$ cat src/rtl/wdog_pkg.sv
`timescale 1ns/1ps
package wdog_pkg;

    // Byte offsets inside the register window
    localparam int unsigned OFF_STATUS   = 32'h10;
    localparam int unsigned OFF_CONFIG   = 32'h14;
    localparam int unsigned OFF_CHANNELS = 32'h18;
    localparam int unsigned OFF_BASECLK  = 32'h20;
    localparam int unsigned OFF_COUNT    = 32'h24;

    // Bit positions software relies on
    localparam int unsigned BIT_RUNNING = 0;
    localparam int unsigned BIT_REARM   = 0;

    localparam int unsigned NUM_CHANNELS = 1;

    typedef enum logic [2:0] {
        SEL_NONE,
        SEL_STATUS,
        SEL_CONFIG,
        SEL_CHANNELS,
        SEL_BASECLK,
        SEL_COUNT
    } reg_sel_e;

endpackage

$ cat src/rtl/wdog_decode.sv
`timescale 1ns/1ps
module wdog_decode
    import wdog_pkg::*;
#(
    parameter int unsigned ADDR_W      = 8,
    parameter int unsigned DATA_W      = 32,
    parameter int unsigned CNT_W       = 32,
    parameter int unsigned BASE_CLK_HZ = 100_000_000
) (
    input  logic [ADDR_W-1:0] bus_addr,
    input  logic              bus_wr,
    input  logic [DATA_W-1:0] bus_wdata,
    input  logic              running,
    input  logic [CNT_W-1:0]  count,
    output logic              load_cnt,
    output logic [CNT_W-1:0]  load_val,
    output logic              rearm,
    output logic [DATA_W-1:0] bus_rdata
);

    reg_sel_e sel;

    always_comb begin
        unique case (bus_addr)
            ADDR_W'(OFF_STATUS):   sel = SEL_STATUS;
            ADDR_W'(OFF_CONFIG):   sel = SEL_CONFIG;
            ADDR_W'(OFF_CHANNELS): sel = SEL_CHANNELS;
            ADDR_W'(OFF_BASECLK):  sel = SEL_BASECLK;
            ADDR_W'(OFF_COUNT):    sel = SEL_COUNT;
            default:               sel = SEL_NONE;
        endcase
    end

    // Write strobes toward the core; constant words ignore writes
    always_comb begin
        load_cnt = bus_wr && (sel == SEL_COUNT);
        load_val = bus_wdata[CNT_W-1:0];
        rearm    = bus_wr && (sel == SEL_CONFIG) && bus_wdata[BIT_REARM];
    end

    // Read mux; the rearm bit self-clears, so config reads zero
    always_comb begin
        bus_rdata = '0;
        unique case (sel)
            SEL_STATUS:   bus_rdata[BIT_RUNNING] = running;
            SEL_CHANNELS: bus_rdata = DATA_W'(NUM_CHANNELS);
            SEL_BASECLK:  bus_rdata = DATA_W'(BASE_CLK_HZ);
            SEL_COUNT:    bus_rdata = DATA_W'(count);
            default:      bus_rdata = '0;
        endcase
    end

endmodule

$ cat src/rtl/wdog_core.sv
`timescale 1ns/1ps
module wdog_core #(
    parameter int unsigned CNT_W = 32
) (
    input  logic             clk,
    input  logic             rst_n,
    input  logic             load_cnt,
    input  logic [CNT_W-1:0] load_val,
    input  logic             rearm,
    output logic             running,
    output logic [CNT_W-1:0] count
);

    typedef struct packed {
        logic             running;
        logic [CNT_W-1:0] count;
    } wd_state_t;

    wd_state_t st_d, st_q;

    always_comb begin
        st_d = st_q;
        if (load_cnt) begin
            // reload beats expiry; run state unchanged
            st_d.count = load_val;
        end else if (st_q.running) begin
            if (st_q.count == '0) begin
                st_d.running = 1'b0;
            end else begin
                st_d.count = st_q.count - CNT_W'(1);
            end
        end else if (rearm) begin
            st_d.running = 1'b1;
        end
    end

    always_ff @(posedge clk or negedge rst_n) begin
        if (!rst_n) begin
            st_q <= '0;
        end else begin
            st_q <= st_d;
        end
    end

    assign running = st_q.running;
    assign count   = st_q.count;

    AST_DEC_STEP: assert property (@(posedge clk) disable iff (!rst_n)
        (running && !load_cnt && count != '0) |=> (running && count == $past(count) - CNT_W'(1)));
    AST_FIRE: assert property (@(posedge clk) disable iff (!rst_n)
        (running && !load_cnt && count == '0) |=> (!running && count == '0));
    AST_FIRED_HOLD: assert property (@(posedge clk) disable iff (!rst_n)
        (!running && !load_cnt && !rearm) |=> (!running && $stable(count)));
    AST_REARM_START: assert property (@(posedge clk) disable iff (!rst_n)
        (!running && rearm && !load_cnt) |=> (running && $stable(count)));
    AST_RELOAD_WINS: assert property (@(posedge clk) disable iff (!rst_n)
        (running && load_cnt) |=> (running && count == $past(load_val)));

endmodule

$ cat src/rtl/wdog_rearm.sv
`timescale 1ns/1ps
module wdog_rearm #(
    parameter int unsigned ADDR_W      = 8,
    parameter int unsigned DATA_W      = 32,
    parameter int unsigned CNT_W       = 32,
    parameter int unsigned BASE_CLK_HZ = 100_000_000
) (
    input  logic              clk,
    input  logic              rst_n,
    input  logic [ADDR_W-1:0] bus_addr,
    input  logic              bus_wr,
    input  logic [DATA_W-1:0] bus_wdata,
    output logic [DATA_W-1:0] bus_rdata,
    output logic              grant_o,
    output logic              grant_n_o
);

    logic             load_cnt;
    logic [CNT_W-1:0] load_val;
    logic             rearm;
    logic             running;
    logic [CNT_W-1:0] count;

    wdog_decode #(
        .ADDR_W     (ADDR_W),
        .DATA_W     (DATA_W),
        .CNT_W      (CNT_W),
        .BASE_CLK_HZ(BASE_CLK_HZ)
    ) u_decode (
        .bus_addr (bus_addr),
        .bus_wr   (bus_wr),
        .bus_wdata(bus_wdata),
        .running  (running),
        .count    (count),
        .load_cnt (load_cnt),
        .load_val (load_val),
        .rearm    (rearm),
        .bus_rdata(bus_rdata)
    );

    wdog_core #(
        .CNT_W(CNT_W)
    ) u_core (
        .clk     (clk),
        .rst_n   (rst_n),
        .load_cnt(load_cnt),
        .load_val(load_val),
        .rearm   (rearm),
        .running (running),
        .count   (count)
    );

    assign grant_o   = running;
    assign grant_n_o = ~running;

    AST_LOAD_TAKES: assert property (@(posedge clk) disable iff (!rst_n)
        load_cnt |=> (count == $past(bus_wdata[CNT_W-1:0])));

endmodule

$ cat config.mk
export PLATFORM = sky130hd
export DESIGN_NAME = wdog_rearm
export DESIGN_NICKNAME = d
export VERILOG_FILES = /design/src/rtl/wdog_pkg.sv /design/src/rtl/wdog_decode.sv /design/src/rtl/wdog_core.sv /design/src/rtl/wdog_rearm.sv
export SDC_FILE = /design/constraint.sdc
export NUM_CORES = 1
export LEC_CHECK = 0
export BUFFER_PORTS_ARGS = -buffer_cell sky130_fd_sc_hd__buf_2
export CAP_MARGIN = 0
export CORE_MARGIN = 8
export CORE_UTILIZATION = 30
export DETAILED_ROUTE_END_ITERATION = 10
export PLACE_DENSITY = 0.58
export SETUP_SLACK_MARGIN = 0.4
export SLEW_MARGIN = 20
export SYNTH_ARGS = -nofsm -noshare
export SYNTH_HDL_FRONTEND = slang
export SYNTH_SLANG_ARGS = --single-unit
$ cat constraint.sdc
create_clock -name clk -period 2.6 [get_ports clk]
set_clock_uncertainty 0.05 [all_clocks]
set_input_delay 0.65 -clock clk [delete_from_list [all_inputs] [get_ports clk]]
set_output_delay 0.65 -clock clk [all_outputs]
set_load 0.03 [all_outputs]
==> reports/summary.txt, run 1 <==
Number of iterations in the first detailed-routing pass -> 4
Ys async rst share -> 1.000
DP Worst Slack -> -0.3350 ns
Post-layout minimum cycle time -> 2.827 ns
DRT Wirelength -> 8.281 mm
TritonCTS Buffers -> 5
X dimension of the die -> 107.7 um
Synth Net Count -> 316
Final Core Density -> 0.4838
DRT iter0 DRCs -> 73
Category of the worst setup path capture point -> output port
PnR Total Power -> 1.416 mW
Post-route fraction of the period consumed by the critical path -> 1.087
Static leakage power -> 1.493 nW
RSZ-0062 raised after global routing -> yes
Critical path peak fanout -> 6
Aggregate global routing overflow -> 0
DRC viols -> 0
H-tree Lvls -> 2
Antenna violations before repair -> 0
Run status -> finished, violations left
Number of buffers between clock root and the deepest sink -> 2
Number of setup violations in the final report -> 12
CP Cell Sequence -> buf_6 -> or4_4 -> nor4b_4 -> buf_6 -> buf_12 -> o21a_1 -> buf_6
PD cells -> 358.1 nW/um2
Synth Cell Area -> 2522 um2
Area of the core region -> 8175 um2
Num rows -> 33
Non-filler instance count after layout -> 478
# nets final -> 417
First-pass GRT wire length -> 13.39 mm
Routability Congestion -> 0.8017
Max-slew headroom -> 0.4850
Violated checks -> setup timing
Routed via count divided by cell count -> 5.314
Max VDD drop -> 0.1811 mV
Total half-perimeter wirelength after legalization and detailed placement -> 5.700 mm
Synth-to-layout area growth -> 56.80%
Port Buffer Count -> 76
Post-CTS Hold Fix Bufs -> 0
Final design area excluding fillers -> 3955 um2
Min Hold Slack -> 0.3840 ns
Achievable frequency -> 0.3537 GHz
Primary flip-flop cell chosen by synthesis mapping -> dfrtp_1
TritonCTS Sinks -> 33
Launching element type of the critical path -> input port
TritonCTS clock tree -> built
Share of post-route cells with drive strength above 1 -> 0.5121
Detail-routed net length per standard cell -> 17.32 um
Portion of the post-synthesis area used by sequential elements -> 0.3274
Depth of the worst register-to-register path -> 8
Synthesized instance count -> 271
Number of placed I/O pins -> 77
Buffer and inverter count on the worst path -> 4
Delay-heaviest family, CP -> simple AND/OR/NAND/NOR gates
Master of the slowest instance on the critical path -> or4_4
DP Area -> 3276 um2
Min-Delay Path Class -> input port to async pin
Die area -> 11600 um2
Root Buffer Master -> clkbuf_8
Number of flops mapped to enable cells by yosys -> 0
Seq cells post-synth -> 33
Crit-path most repeated cell -> buf_6
Diode insertion count for antenna repair -> 0
Via Count -> 2540
Die Y-Extent -> 107.7 um
Cell total after placement -> 448
Vias in the first global route -> 2572
Crit Reg-Reg Startpoint -> u_core.count[1]$_DFFE_PN0P_
CP Data Arrival Time -> 2.13 ns
Synth warnings -> 0
Worst-Skew Late Latency -> 0.29 ns
Pin count of the biggest net entering global routing -> 42
Biggest cell delay along the critical path -> 0.55 ns
All-Layer GR Usage -> 0.1440
Antenna Nets Post-Route -> 0
Tightest Pin Transition -> 0.7725 ns
Count of final max-slew check failures -> 0
Slack of the worst reg-to-reg path -> 0.45 ns
Required time of the critical path -> 1.90 ns
Worst setup path class -> input port to output port
Max-capacitance violation count -> 0
Avg Synthesized Cell Area -> 9.308 um2
Setup tns final -> -2.480 ns
Worst reg2reg path endpoint -> u_core.count[1]$_DFFE_PN0P_
Slack of the critical path -> -0.2271 ns
Effective utilization at floorplan -> 0.3085
Clock transition time at the flip-flop clock pins of the worst setup and hold paths -> 0.07 ns
Post-synthesis cell type count -> 52
Final hold violation count -> 0
Yosys cell counts (7+ instances only):
cell type / number / area (um2)
o21ai_1: 11 / 55.05
o21a_1: 12 / 90.09
xnor2_1: 7 / 61.31
or4_1: 8 / 60.06
a31oi_1: 17 / 106.4
nand2_1: 19 / 71.32
nor2_1: 22 / 82.58
dfrtp_1: 33 / 825.8
o21ai_0: 10 / 50.05
or3_1: 12 / 75.07
o31ai_1: 7 / 52.55
clkbuf_1: 10 / 37.54
and3_1: 21 / 131.4
final cells by class:
class	count	area [um2]
inverters	4	15.01
repair buffers	110	1002
well taps	105	131.4
clock inverters	1	30.03
fillers	793	4220
flip-flops and latches	33	827.0
multi-input cells	218	1863
clock buffers	7	86.33
what timing repair did:
action	CTS	global route
buffers inserted	10	6
pin swaps	6	15
gates resized for setup	92	16
setup endpoints to repair	40	55
cloned	5	1
hold endpoints to repair	0	0
logic make-up after synthesis:
logic type                 Yosys count  share of synthesized area
buffers and inverters               21                    0.04216
and+or+nand+nor                    128                     0.3562
AOI/OAI and AO/OA                   74                     0.2173
DFF                                 33                     0.3274
adders and majority gates            2                   0.009919
muxes                                2                   0.008928
xor gates and xnor gates            11                    0.03819
where the power goes:
| part | switching, mW | internal (mW) | total (mW) | leakage, nW |
|---|---|---|---|---|
| Clock | 0.203 | 0.313 | 0.516 | 0.0585 |
| Combinational | 0.120 | 0.136 | 0.256 | 1.13 |
| Sequential | 0.0828 | 0.562 | 0.644 | 0.309 |
| Total | 0.406 | 1.01 | 1.42 | 1.49 |
sequential cells by signal, indices dropped and copies added (netlist names):
name,cells
u_core.running,1
u_core.count,32
routing by layer:
metal  wire, um  track usage  vias to the layer above  share of wire
li1           -            -                     1234              -
met1       3556       0.1762                     1223           0.43
met2       4009       0.2412                       74           0.48
met3        608      0.03832                        9          0.073
met4        107      0.04163                        0          0.013
met5          0            0                        -              0
how the worst max path moves through the flow:
stage           startpoint  cells after the start             to  slack [ns]
4_1_cts        bus_addr[6]                      7  bus_rdata[23]       -0.23
3_3_place_gp   bus_addr[1]                      6  bus_rdata[23]       -0.32
2_1_floorplan  bus_addr[1]                      4  bus_rdata[13]      -0.007
5_1_grt        bus_addr[6]                      7  bus_rdata[23]       -0.31
3_5_place_dp   bus_addr[1]                      6  bus_rdata[23]       -0.33
6_report       bus_addr[6]                      7  bus_rdata[23]       -0.23
worst register-to-register path, cell delays in order (launching register included):
cell,delay (ns)
dfrtp_1,0.43
inv_2,0.12
ha_4,0.13
nor4b_4,0.34
nand4_4,0.15
buf_12,0.19
o31ai_4,0.24
mux2_4,0.32
o21ai_1,0.11
placed cells by master, fill, tap and decap left out, types with 4 or more instances in the layout:
| cell type | n |
|---|---|
| buf_6 | 47 |
| o21a_4 | 10 |
| a21oi_1 | 4 |
| o31ai_1 | 7 |
| o21ai_0 | 8 |
| and3_4 | 19 |
| xor2_1 | 4 |
| buf_12 | 6 |
| nor2_1 | 22 |
| nor4_2 | 4 |
| xnor2_1 | 7 |
| buf_2 | 41 |
| dfrtp_1 | 32 |
| clkbuf_8 | 6 |
| nor3_2 | 4 |
| o21ai_1 | 11 |
| nand2_1 | 18 |
| nor3_1 | 4 |
| buf_4 | 14 |
| or3_1 | 12 |
| nand3_1 | 5 |
| or4_1 | 7 |
| nor4_4 | 4 |
| a31oi_1 | 17 |
Power figures use the tool's default switching activity.
==> run 2, diff against run 1 <==
--- a/config.mk
+++ b/config.mk
@@ -7,10 +7,11 @@
 export LEC_CHECK = 0
 export BUFFER_PORTS_ARGS = -buffer_cell sky130_fd_sc_hd__buf_2
 export CAP_MARGIN = 0
-export CORE_MARGIN = 8
-export CORE_UTILIZATION = 30
+export CELL_PAD_IN_SITES_DETAIL_PLACEMENT = 0
+export CELL_PAD_IN_SITES_GLOBAL_PLACEMENT = 2
+export CORE_UTILIZATION = 28
 export DETAILED_ROUTE_END_ITERATION = 10
-export PLACE_DENSITY = 0.58
+export PLACE_DENSITY = 0.82
 export SETUP_SLACK_MARGIN = 0.4
 export SLEW_MARGIN = 20
 export SYNTH_ARGS = -nofsm -noshare
==> run 2 against run 1 <==
  * Sequential power barely moved
  * Clock power fell by 22%
  * Hold slack got worse by 0.0068 ns
  * Die area fell by 19%
  * Largest power group unchanged
  * The run still ends with setup timing left
==> reports/summary.txt, run 2 (same netlist as run 1, synthesis figures left out) <==
Clock Power Share -> 0.294
DP Area -> 3274 um2
First-pass GRT wire length -> 12.75 mm
Root Buffer Master -> clkbuf_8
Routability Congestion -> 0.7581
Max-slew headroom -> 0.4905
TritonCTS clock tree -> built
Die area -> 9393 um2
Category of the worst setup path capture point -> output port
Count of final max-slew check failures -> 0
Vias in the first global route -> 2497
Slack of the critical path -> -0.2733 ns
X dimension of the die -> 96.92 um
Post-CTS Hold Fix Bufs -> 0
Pin count of the biggest net entering global routing -> 42
Routed via count divided by cell count -> 5.273
Critical path peak fanout -> 6
All-Layer GR Usage -> 0.1696
Post-route fraction of the period consumed by the critical path -> 1.105
Violated checks -> setup timing
Worst reg2reg path endpoint -> u_core.count[19]$_DFFE_PN0P_
Slack of the worst reg-to-reg path -> 0.45 ns
Post-layout minimum cycle time -> 2.873 ns
Crit Reg-Reg Startpoint -> u_core.count[0]$_DFFE_PN0P_
Number of iterations in the first detailed-routing pass -> 4
Antenna Nets Post-Route -> 0
Max VDD drop -> 0.2061 mV
Via Count -> 2647
Detail-routed net length per standard cell -> 16.97 um
Min Hold Slack -> 0.3772 ns
Commonest non-fill, non-tap cell in the layout -> buf_6
Clock transition time at the flip-flop clock pins of the worst setup and hold paths -> 0.07 ns
Diode insertion count for antenna repair -> 0
Final hold violation count -> 0
Share of post-route cells with drive strength above 1 -> 0.5355
Max FFs per register -> 32
Max-capacitance violation count -> 0
Port Buffer Count -> 76
Highest-count cells in the layout ignoring fill and taps -> buf_6, buf_2, dfrtp_1
Number of buffers between clock root and the deepest sink -> 2
Run status -> finished, violations left
RSZ-0062 raised after global routing -> yes
Min-Delay Path Class -> input port to async pin
Setup tns final -> -3.591 ns
Die Y-Extent -> 96.92 um
Effective utilization at floorplan -> 0.2892
Achievable frequency -> 0.3480 GHz
Tightest Pin Transition -> 0.7643 ns
Aggregate global routing overflow -> 0
Area of the core region -> 8721 um2
Final design area excluding fillers -> 4165 um2
Share of total power in combinational logic -> 0.236
Static leakage power -> 1.583 nW
DRT iter0 DRCs -> 92
# nets final -> 439
Depth of the worst register-to-register path -> 7
PD cells -> 329.2 nW/um2
Switch share -> 0.3039
H-tree Lvls -> 2
Worst-Skew Late Latency -> 0.29 ns
Total half-perimeter wirelength after legalization and detailed placement -> 5.187 mm
Internal power -> 0.9546 mW
TritonCTS Sinks -> 33
Switching power total -> 0.4167 mW
Synth-to-layout area growth -> 65.13%
Num rows -> 34
CP Data Arrival Time -> 2.17 ns
DRC viols -> 0
Number of placed I/O pins -> 77
DRT Wirelength -> 8.521 mm
Launching element type of the critical path -> input port
Required time of the critical path -> 1.90 ns
Proportion of power drawn by flip-flops and latches -> 0.470
Worst setup path class -> input port to output port
Number of setup violations in the final report -> 24
TritonCTS Buffers -> 5
Antenna violations before repair -> 0
-- run 2: cell types whose count changed in the layout (fill, tap and decap cells not counted), sizes merged --
cell / change
buf: +19
clkbuf: +2
bufinv: -1
o211ai: +1
-- run 2: how the worst max path moves through the flow --
stage | start | endpoint | slack, ns | depth (start not counted)
after CTS | bus_addr[1] | bus_rdata[23] | -0.25 | 6
after detailed placement | bus_addr[1] | bus_rdata[23] | -0.30 | 6
final | bus_addr[1] | bus_rdata[22] | -0.27 | 7
after floorplan | bus_addr[1] | bus_rdata[13] | -0.007 | 4
after global placement | bus_addr[1] | bus_rdata[23] | -0.30 | 6
after global routing | bus_addr[1] | bus_rdata[23] | -0.29 | 7
-- run 2: power groups by stage --
stage | Clock, mW | Sequential [mW] | Combinational (mW)
CTS | 0.413 | 0.644 | 0.237
global route | 0.436 | 0.654 | 0.354
global placement | 0 | 0.649 | 0.205
finish | 0.403 | 0.645 | 0.324
floorplan | 0 | 0.629 | 0.131
detailed placement | 0 | 0.651 | 0.211
-- run 2: stage by stage --
stage | setup WS, ns | utilization | power, mW | cells
finish | -0.2733 | 0.4776 | 1.371 | 502
global route | -0.2949 | 0.4776 | 1.443 | 502
CTS | -0.2541 | 0.4379 | 1.294 | 476
detailed placement | -0.3021 | 0.3755 | 0.8624 | 452
global placement | -0.2978 | 0.3755 | 0.8541 | 452
floorplan | -0.006793 | - | 0.7597 | 271
-- run 2: cell type report --
cell class / count / area, um2
repair buffers: 131 / 1191
flip-flops and latches: 33 / 825.8
multi-input cells: 219 / 1912
clock buffers: 7 / 86.33
inverters: 4 / 15.01
fillers: 841 / 4556
well taps: 108 / 135.1
-- run 2: worst max-delay path, stage by stage --
cell       delay [ns]
buf_6            0.09
or4_4            0.56
nor4b_4          0.28
buf_4            0.19
clkbuf_16        0.16
o21a_4           0.12
buf_6            0.12
-- run 2: layer usage --
metal | vias up | global-route usage | share of wire
li1 | 1282 | - | -
met1 | 1290 | 0.2178 | 0.46
met2 | 67 | 0.2898 | 0.49
met3 | 8 | 0.03251 | 0.040
met4 | 0 | 0.04478 | 0.012
met5 | - | 0 | 0
-- run 2: what timing repair did --
item / 4_1_cts / 5_1_grt
setup endpoints to repair: 41 / 59
pin swaps: 8 / 19
cloned: 4 / 4
buffers inserted: 13 / 22
gates resized for setup: 102 / 20
==> run 3, diff against run 2 <==
--- a/config.mk
+++ b/config.mk
@@ -9,11 +9,12 @@
 export CAP_MARGIN = 0
 export CELL_PAD_IN_SITES_DETAIL_PLACEMENT = 0
 export CELL_PAD_IN_SITES_GLOBAL_PLACEMENT = 2
-export CORE_UTILIZATION = 28
+export CORE_UTILIZATION = 27
 export DETAILED_ROUTE_END_ITERATION = 10
-export PLACE_DENSITY = 0.82
+export PLACE_DENSITY = 0.81
 export SETUP_SLACK_MARGIN = 0.4
 export SLEW_MARGIN = 20
 export SYNTH_ARGS = -nofsm -noshare
 export SYNTH_HDL_FRONTEND = slang
+export SYNTH_HIERARCHICAL = 1
 export SYNTH_SLANG_ARGS = --single-unit
==> run 3 against run 2 <==
  * The run still ends with setup timing left
  * Utilization fell by 6.2 points
  * Sequential cell count did not move
  * Hold slack improved by 0.010 ns
  * Largest power group unchanged
==> reports/summary.txt, run 3 <==
Total half-perimeter wirelength after legalization and detailed placement -> 5.936 mm
Aggregate global routing overflow -> 0
Portion of synthesized cell area occupied by the leading cell type -> 0.3048
All-Layer GR Usage -> 0.1635
Achievable frequency -> 0.3770 GHz
Port Buffer Count -> 76
Final hold violation count -> 0
Biggest cell delay along the critical path -> 0.57 ns
Pin count of the biggest net entering global routing -> 34
Count of final max-slew check failures -> 0
Min-Delay Path Class -> input port to async pin
TritonCTS Sinks -> 33
Portion of the post-synthesis area used by sequential elements -> 0.3048
Synth Net Count -> 369
Worst-Skew Late Latency -> 0.29 ns
Critical path peak fanout -> 20
# nets final -> 453
Category of the worst setup path capture point -> output port
Number of placed I/O pins -> 77
Max-capacitance violation count -> 0
Die area -> 10440 um2
Diode insertion count for antenna repair -> 0
Num rows -> 36
Max FFs per register -> 32
TritonCTS Buffers -> 5
Synth warnings -> 6
Number of flops mapped to enable cells by yosys -> 0
Avg Synthesized Cell Area -> 8.335 um2
Max VDD drop -> 0.1894 mV
Tightest Pin Transition -> 0.7973 ns
Setup tns final -> -1.032 ns
Delay-heaviest family, CP -> simple AND/OR/NAND/NOR gates
DRT Wirelength -> 8.562 mm
Launching element type of the critical path -> input port
Post-layout minimum cycle time -> 2.652 ns
Ys async rst share -> 1.000
DRT iter0 DRCs -> 112
Synthesized instance count -> 325
PD cells -> 382.6 nW/um2
Area of the core region -> 9729 um2
Top post-synthesis cells by area -> dfrtp_1, buf_4, and2_1
X dimension of the die -> 102.2 um
Seq cells post-synth -> 33
Number of buffers between clock root and the deepest sink -> 2
Antenna violations before repair -> 0
Root Buffer Master -> clkbuf_8
Cell type with the largest total area after synthesis -> dfrtp_1
CP Data Arrival Time -> 1.95 ns
Via Count -> 2684
Antenna Nets Post-Route -> 0
Primary flip-flop cell chosen by synthesis mapping -> dfrtp_1
Max-slew headroom -> 0.4685
Commonest non-fill, non-tap cell in the layout -> buf_4
Highest-count cells in the layout ignoring fill and taps -> buf_4, buf_2, buf_6, dfrtp_1, nand2_1
Violated checks -> setup timing
Most common cell in the netlist -> buf_4
Commonest cells in the netlist -> buf_4, dfrtp_1, nand2_1
DRC viols -> 0
Run status -> finished, violations left
Detail-routed net length per standard cell -> 15.77 um
Buffer and inverter count on the worst path -> 3
Die Y-Extent -> 102.2 um
Synth Cell Area -> 2709 um2
PnR Total Power -> 1.549 mW
Worst setup path class -> input port to output port
Post-CTS Hold Fix Bufs -> 0
Static leakage power -> 1.611 nW
H-tree Lvls -> 2
Master of the slowest instance on the critical path -> or4_4
Vias in the first global route -> 2617
Post-route fraction of the period consumed by the critical path -> 1.020
Share of post-route cells with drive strength above 1 -> 0.5463
CP Cell Sequence -> buf_6 -> or4_4 -> nor3_4 -> buf_12 -> and2_4 -> buf_6
First-pass GRT wire length -> 13.24 mm
Slack of the critical path -> -0.05220 ns
Number of setup violations in the final report -> 31
Effective utilization at floorplan -> 0.2784
TritonCTS clock tree -> built
Required time of the critical path -> 1.90 ns
Routability Congestion -> 0.8076
RSZ-0062 raised after global routing -> yes
Synth-to-layout area growth -> 49.42%
Clock transition time at the flip-flop clock pins of the worst setup and hold paths -> 0.08 ns
Post-synthesis cell type count -> 57
Routed via count divided by cell count -> 4.943
Crit-path most repeated cell -> buf_6
Number of iterations in the first detailed-routing pass -> 4
==> run 3: worst register-to-register path: stages (launching register included) <==
cell and delay [ns]:
dfrtp_1 0.47, nor4_2 0.41, nand4_1 0.45, nor4bb_1 0.49
mux2i_1 0.25, nand2_1 0.07
==> run 3: final timing paths <==
kind | startpoint | to | slack (ns) | cells past startpoint
worst max-delay path | bus_addr[1] | bus_rdata[4] | -0.05 | 6
worst max register to register | u_core/count[16]$_DFFE_PN0P_ | u_core/count[30]$_DFFE_PN0P_ | 0.32 | 5
max in group asynchronous | rst_n | u_core/count[20]$_DFFE_PN0P_ | 1.55 | 1
worst min-delay path | rst_n | u_core/count[7]$_DFFE_PN0P_ | 0.39 | 1
worst min register to register | u_core/count[22]$_DFFE_PN0P_ | u_core/count[22]$_DFFE_PN0P_ | 0.58 | 2
min in group clk | bus_wdata[30] | u_core/count[30]$_DFFE_PN0P_ | 0.51 | 3
==> run 3: cell type report <==
| class | count | area, um2 |
|---|---|---|
| Clock inverter | 1 | 5.005 |
| Inverter | 14 | 65.06 |
| Timing Repair Buffer | 124 | 1017 |
| Multi-Input combinational cell | 231 | 1867 |
| Sequential cell | 33 | 830.8 |
| Clock buffer | 7 | 96.34 |
| Tap cell | 133 | 166.4 |
| Fill cell | 999 | 5682 |
==> run 3: report_power, final <==
group,internal (mW),switching [mW],leakage [nW]
logic,0.216,0.200,1.23
registers,0.576,0.108,0.329
clock network,0.240,0.209,0.0542
==> run 3: repair_timing <==
action                                  4_1_cts  5_1_grt
resized for setup                            68       66
pin swaps                                     5       25
endpoints found under the setup margin       49       60
cloned                                        0        1
setup buffers                                 4       17
==> run 3: logic make-up after synthesis <==
family	share of synthesized area
mux	0.02725
compound gates	0.1783
xor+xnor	0.03880
simple gates	0.3081
fa+ha+maj	0.004618
buf+inv	0.1381
flops	0.3048
==> run 3: stage by stage <==
| stage | std cells | setup slack [ns] | instance area (um2) | utilization | hold slack, ns |
|---|---|---|---|---|---|
| after global routing | 543 | -0.1100 | 4048 | 0.4160 | 0.4530 |
| after global placement | 513 | -0.1132 | 3289 | 0.3381 | 0.5574 |
| final | 543 | -0.05220 | 4048 | 0.4160 | 0.3871 |
| after detailed placement | 513 | -0.1232 | 3289 | 0.3381 | 0.5595 |
| after CTS | 525 | -0.05661 | 3645 | 0.3746 | 0.4259 |
| after floorplan | 325 | 0.1807 | 2882 | - | 0.3044 |
==> run 3: metal layers <==
| metal | wire length (um) | part of all wire | up-vias | track usage |
|---|---|---|---|---|
| met4 | 101 | 0.012 | 0 | 0.04396 |
| met2 | 4292 | 0.50 | 68 | 0.2819 |
| met3 | 306 | 0.036 | 8 | 0.02120 |
| met5 | 0 | 0 | - | 0 |
| li1 | - | - | 1315 | - |
| met1 | 3861 | 0.45 | 1293 | 0.2146 |
